[src/rtl/dchain_pkg.sv]
package dchain_pkg;

    typedef enum logic [2:0] {
        ST_IDLE,
        ST_EVAL,
        ST_FETCH,
        ST_STOP,
        ST_ERR
    } chan_state_e;

    localparam logic [1:0] STAT_IDLE = 2'b00;
    localparam logic [1:0] STAT_BUSY = 2'b01;
    localparam logic [1:0] STAT_STOP = 2'b10;
    localparam logic [1:0] STAT_ERR  = 2'b11;

endpackage

[src/rtl/dchain_ptr_chk.sv]
module dchain_ptr_chk #(
    parameter int AW         = 32,
    parameter int DESC_BYTES = 32
) (
    input  logic [AW-1:0] ptr,
    input  logic [AW-1:0] mem_top,
    output logic          is_null,
    output logic          misaligned,
    output logic          out_of_range
);
    localparam int LOWB = $clog2(DESC_BYTES);

    logic [AW:0] span_end;

    always_comb begin
        span_end     = {1'b0, ptr} + (AW+1)'(DESC_BYTES);
        is_null      = (ptr == '0);
        misaligned   = (ptr[LOWB-1:0] != '0);
        out_of_range = (span_end > {1'b0, mem_top});
    end
endmodule

[src/rtl/dchain_chan.sv]
module dchain_chan
    import dchain_pkg::*;
#(
    parameter int AW         = 32,
    parameter int DESC_BYTES = 32
) (
    input  logic          clk,
    input  logic          rst_n,
    input  logic [AW-1:0] mem_top,
    input  logic          start,
    input  logic [AW-1:0] start_ptr,
    input  logic          halt_req,
    input  logic          fetch_done,
    input  logic [AW-1:0] fetch_nxt,
    input  logic          err_clr,
    output logic [AW-1:0] nxt_ptr,
    output logic [AW-1:0] cur_ptr,
    output logic          desc_start,
    output logic [1:0]    status,
    output logic          err
);
    chan_state_e   state_q, state_d;
    logic [AW-1:0] nxt_q, cur_q;
    logic          ds_q;
    logic          p_null, p_mis, p_oor;

    dchain_ptr_chk #(.AW(AW), .DESC_BYTES(DESC_BYTES)) chk_i (
        .ptr          (nxt_q),
        .mem_top      (mem_top),
        .is_null      (p_null),
        .misaligned   (p_mis),
        .out_of_range (p_oor)
    );

    // next-state logic
    always_comb begin
        state_d = state_q;
        unique case (state_q)
            ST_IDLE, ST_STOP: if (start) state_d = ST_EVAL;
            ST_EVAL: begin
                if (halt_req)            state_d = ST_STOP;
                else if (p_null)         state_d = ST_STOP;
                else if (p_mis || p_oor) state_d = ST_ERR;
                else                     state_d = ST_FETCH;
            end
            ST_FETCH: if (fetch_done) state_d = ST_EVAL;
            ST_ERR:   if (err_clr)    state_d = ST_IDLE;
            default:  state_d = ST_IDLE;
        endcase
    end

    // state register
    always_ff @(posedge clk) begin
        if (!rst_n) state_q <= ST_IDLE;
        else        state_q <= state_d;
    end

    // registered outputs and pointers
    always_ff @(posedge clk) begin
        if (!rst_n) begin
            nxt_q <= '0;
            cur_q <= '0;
            ds_q  <= 1'b0;
        end else begin
            ds_q <= (state_q == ST_EVAL) && (state_d == ST_FETCH);
            if ((state_q == ST_IDLE || state_q == ST_STOP) && start)
                nxt_q <= start_ptr;
            else if (state_q == ST_FETCH && fetch_done)
                nxt_q <= fetch_nxt;
            if (state_q == ST_EVAL && state_d == ST_FETCH)
                cur_q <= nxt_q;
        end
    end

    always_comb begin
        unique case (state_q)
            ST_IDLE:          status = STAT_IDLE;
            ST_EVAL, ST_FETCH: status = STAT_BUSY;
            ST_STOP:          status = STAT_STOP;
            ST_ERR:           status = STAT_ERR;
            default:          status = STAT_IDLE;
        endcase
        err        = (state_q == ST_ERR);
        nxt_ptr    = nxt_q;
        cur_ptr    = cur_q;
        desc_start = ds_q;
    end

    AST_HALT_WINS: assert property (@(posedge clk) disable iff (!rst_n)
        (state_q == ST_EVAL && halt_req) |=> (status == STAT_STOP && $stable(cur_ptr)));
    AST_NULL_QUIET: assert property (@(posedge clk) disable iff (!rst_n)
        (state_q == ST_EVAL && !halt_req && p_null) |=> (status == STAT_STOP && !desc_start));
    AST_MISALIGN_ERR: assert property (@(posedge clk) disable iff (!rst_n)
        (state_q == ST_EVAL && !halt_req && p_mis) |=> (err && $stable(cur_ptr)));
    AST_RANGE_ERR: assert property (@(posedge clk) disable iff (!rst_n)
        (state_q == ST_EVAL && !halt_req && !p_null && p_oor) |=> err);
    AST_DS_PULSE: assert property (@(posedge clk) disable iff (!rst_n)
        desc_start |=> !desc_start);
    AST_CUR_LOADED: assert property (@(posedge clk) disable iff (!rst_n)
        $rose(desc_start) |-> (cur_ptr == $past(nxt_ptr) && status == STAT_BUSY));
    AST_ERR_STICKY: assert property (@(posedge clk) disable iff (!rst_n)
        (err && !err_clr) |=> err);
    AST_BUSY_HOLD: assert property (@(posedge clk) disable iff (!rst_n)
        (state_q == ST_FETCH && !fetch_done) |=> ($stable(nxt_ptr) && $stable(cur_ptr)));
endmodule

[src/rtl/dchain_adv.sv]
module dchain_adv #(
    parameter int AW         = 32,
    parameter int DESC_BYTES = 32
) (
    input  logic                 clk,
    input  logic                 rst_n,
    input  logic [AW-1:0]        mem_top,
    input  logic [1:0]           start,
    input  logic [1:0][AW-1:0]   start_ptr,
    input  logic [1:0]           halt_req,
    input  logic [1:0]           fetch_done,
    input  logic [1:0][AW-1:0]   fetch_nxt,
    input  logic [1:0]           err_clr,
    output logic [1:0][AW-1:0]   nxt_ptr,
    output logic [1:0][AW-1:0]   cur_ptr,
    output logic [1:0]           desc_start,
    output logic [1:0]           status [2],
    output logic [1:0]           err
);
    localparam int NCH = 2;

    for (genvar c = 0; c < NCH; c++) begin : g_ch
        dchain_chan #(.AW(AW), .DESC_BYTES(DESC_BYTES)) chan_i (
            .clk        (clk),
            .rst_n      (rst_n),
            .mem_top    (mem_top),
            .start      (start[c]),
            .start_ptr  (start_ptr[c]),
            .halt_req   (halt_req[c]),
            .fetch_done (fetch_done[c]),
            .fetch_nxt  (fetch_nxt[c]),
            .err_clr    (err_clr[c]),
            .nxt_ptr    (nxt_ptr[c]),
            .cur_ptr    (cur_ptr[c]),
            .desc_start (desc_start[c]),
            .status     (status[c]),
            .err        (err[c])
        );
    end
endmodule

[config.mk]
export PLATFORM = sky130hd
export DESIGN_NAME = dchain_adv
export DESIGN_NICKNAME = d
export VERILOG_FILES = /design/src/rtl/dchain_pkg.sv /design/src/rtl/dchain_ptr_chk.sv /design/src/rtl/dchain_chan.sv /design/src/rtl/dchain_adv.sv
export SDC_FILE = /design/constraint.sdc
export NUM_CORES = 1
export LEC_CHECK = 0
export BUFFER_PORTS_ARGS = -buffer_cell sky130_fd_sc_hd__buf_2
export CAP_MARGIN = 15
export CORE_MARGIN = 8
export CORE_UTILIZATION = 52
export CTS_BUF_LIST = sky130_fd_sc_hd__clkbuf_4
export CTS_CLUSTER_SIZE = 40
export DETAILED_ROUTE_END_ITERATION = 8
export PLACE_DENSITY = 0.9
export SLEW_MARGIN = 20
export SYNTH_ARGS = -nofsm -noshare
export SYNTH_HDL_FRONTEND = slang
export SYNTH_SLANG_ARGS = --single-unit
export TNS_END_PERCENT = 100
[constraint.sdc]
create_clock -name clk -period 5 [get_ports clk]
set_input_delay 1 -clock clk [delete_from_list [all_inputs] [get_ports clk]]
set_output_delay 1 -clock clk [all_outputs]
set_load 0.1 [all_outputs]
==> impl_metrics.ini <==
[yosys]
synth_area_leaders = dfxtp_1 32%, mux2i_1 13%, ha_1 9.6%
xor_and_xnor_area_share_after_synthesis_pct = 5.31
synth_edf_count = 0
synth_compound_gate_area_share_pct = 13.9
syn_area_um2 = 8580
synth.lib_cells_used.distinct = 56
synth_seq_cells = 136
synthMostInstantiatedCell = nand2_1
syn-num-nets = 1223
muxShareOfSynthArea_pct = 12.8
synth_largest_type_area_fraction_pct = 31.7
async_flop_share_pct = 0
cell_types_with_the_highest_counts_after_synthesis = 196 x nand2_1, 136 x dfxtp_1, 110 x mux2i_1
synth_simple_gate_area_share_pct = 20.7
synth-main-ff-cell = dfxtp_1
gate_count_post_synth = 987
main_combinational_cell_family_by_area_after_synthesis = simple AND/OR/NAND/NOR gates
yosysSeqAreaShare_pct = 31.7
post_synth_fa_ha_maj_area_fraction_pct = 9.62
yosys_warnings = 0
synth.largest_area_cell = dfxtp_1
syn_area_per_cell_um2 = 8.70

[routing]
avgViaCountPerCell = 5.69
wire_per_inst_um = 19.0
via_count = 8433
antenna_left = 0
drt_first_iter_violations = 661
drt_pre_antenna_iters = 5
routed_wl_um = 28200
remaining_drc_errors = 0

[timing]
skew_ns = 0.0178
final_setup_viols = 0
post-route-period-util_pct = 91.8
hold_violations = 0
grt_setup_unrepaired = false
hold_ws_ns = 0.463
fmax_ghz = 0.218
final_number_of_max_transition_violations = 0
fin_setup_tns_ns = 0
worstMarginPinSlew_ns = 1.08
max_slew_headroom_at_the_worst_pin_pct = 28.3
min_period_ns = 4.59

[setup_path]
worstSetupStartpointType = flop
critPathRequiredTime_ns = 5.45
regToRegStartpoint = g_ch[1].chan_i.nxt_ptr[10]$_SDFFE_PN0P_
endpoint_type_of_the_worst_setup_path = flop
cp_data_arrival_time_ns = 5.04
worst-setup-path-type = reg2reg
critPathMaxFanout = 32
critPathLaunch = g_ch[1].chan_i.nxt_ptr[10]$_SDFFE_PN0P_

[global_route]
grt_overflow = 0
maximum_number_of_pins_on_one_net_before_global_route_repair = 143
number_of_global_route_vias_before_repair = 8350
antenna_violations_before_repair = 3
grt_util_all_layers_pct = 26.5
grt_first_pass_wirelength_um = 43400

[min_path]
min-delay-path-class = reg2reg
min-delay-start = g_ch[0].chan_i.cur_ptr[25]$_SDFFE_PN0P_

[finish]
fin_area_um2 = 10500
layout_area_growth_over_synthesis_pct = 21.9
layout.area.seq_um2 = 2720
multiInputGateArea_um2 = 5370
final_layout_size_suffix_gt1_share_pct = 28.5
fin_nets = 1482
final.fill_count = 1387

[floorplan]
start_util_pct = 52.5
die_area_um2 = 20900
placement_rows = 47
die_boundary_height_um = 144
core_area_um2 = 16300
die_width_um = 144
io-pin-count = 306

[pwr]
power_per_cell_area_nw_per_um2 = 360
power.total_mw = 3.77
vdd_drop_max_mv = 0.214
power.static_leakage_nw = 5.39

[clocking]
cts_max_level = 4
hold_buffers = 0
worstSkewPairLatency_ns = 0.56
max-clock-path-buffers = 2
cts_inserted_buffers = 17
clk_root_buffer_cell = clkbuf_4
cts_num_sinks = 136
cts.reportedPaths.clkPinSlew_ns = 0.13
tritoncts_clock_tree = done

[placed_design]
place_hpwl_um = 22000
place.port_buffers = 305
gp_congestion = 0.866
total_placed_instance_area_um2 = 10100

[status]
outcome = finished clean

[run]
max_cap_viol_count = 0
stage by stage:
stage	std cells	setup slack, ns	utilization (%)
floorplan	987	0.294	-
global placement	1447	0.617	62.0
detailed placement	1447	0.411	62.0
CTS	1478	0.340	63.9
global route	1481	0.118	64.0
finish	1481	0.412	64.0
registers in the layout, summed over array words and instances (netlist names):
name                    flops
g_ch.chan_i.cur_ptr        64
g_ch.chan_i.nxt_ptr        64
g_ch.chan_i.desc_start      2
g_ch.chan_i.state_q         6
cell usage in the layout (no fill, tap or decap), drive strengths merged, types with 26 or more instances in the layout:
cell	synthesis	final
nand3	34	34
buf	26	314
nand2	196	196
dfxtp	136	136
mux2i	110	110
inv	44	44
xnor2	35	35
o211a	62	62
nand4	26	26
ha	66	66
repair_timing:
action | CTS | global route
buffers inserted | 0 | 0
resized for setup | 0 | 1
setup endpoints to repair | 0 | 13
cells by family (layout without fill, tap and decap cells):
family / Yosys count / count (layout)
other cells: 0 / 3
buf+inv: 118 / 389
mux: 110 / 110
compound gates: 143 / 143
xor+xnor: 52 / 52
flops: 136 / 136
simple gates: 362 / 362
fa+ha+maj: 66 / 66
metal layers:
layer,part of all wire (%),track usage (%),vias up
met1,41,32.4,3989
met2,48,43.6,351
met5,0,0,-
li1,-,-,4019
met3,7.6,6.67,74
met4,3.1,10.4,0
where the power goes:
group / internal (mW) / switching, mW / leakage [nW] / total (mW)
Sequential: 1.18 / 0.185 / 1.11 / 1.36
Clock: 0.405 / 0.424 / 0.172 / 0.829
Combinational: 0.426 / 1.15 / 4.11 / 1.58
Total: 2.01 / 1.76 / 5.39 / 3.77
path summary, 6_finish.rpt:
path	cells after the start	end	slack, ns
max	15	g_ch[1].chan_i.cur_ptr[4]$_SDFFE_PN0P_	0.41
min	2	g_ch[0].chan_i.cur_ptr[25]$_SDFFE_PN0P_	0.46
max reg2reg	15	g_ch[1].chan_i.cur_ptr[4]$_SDFFE_PN0P_	0.41
min reg2reg	2	g_ch[0].chan_i.cur_ptr[25]$_SDFFE_PN0P_	0.46
critical path: stages (launching register included):
cell	delay, ns
dfxtp_1	0.58
nand4_2	0.22
nor4_2	0.33
and3_1	0.27
and3_1	0.25
nand3_1	0.11
xnor2_1	0.15
ha_1	0.33
nand4_1	0.22
nor4_2	0.37
nand4_1	0.19
a311oi_4	0.40
a211oi_2	0.12
nor3_4	0.21
buf_4	0.45
and3b_1	0.24
area by class of cell:
class	instances	share of cell area [%]
multi-input combinational	733	51.4
sequential	136	26.0
timing repair buffer	314	15.3
tap	220	2.63
clock inverter	12	1.70
inverter	44	1.58
clock buffer	19	1.36
antenna	3	0.0717
Note: power is estimated with default switching activity, not from simulation.
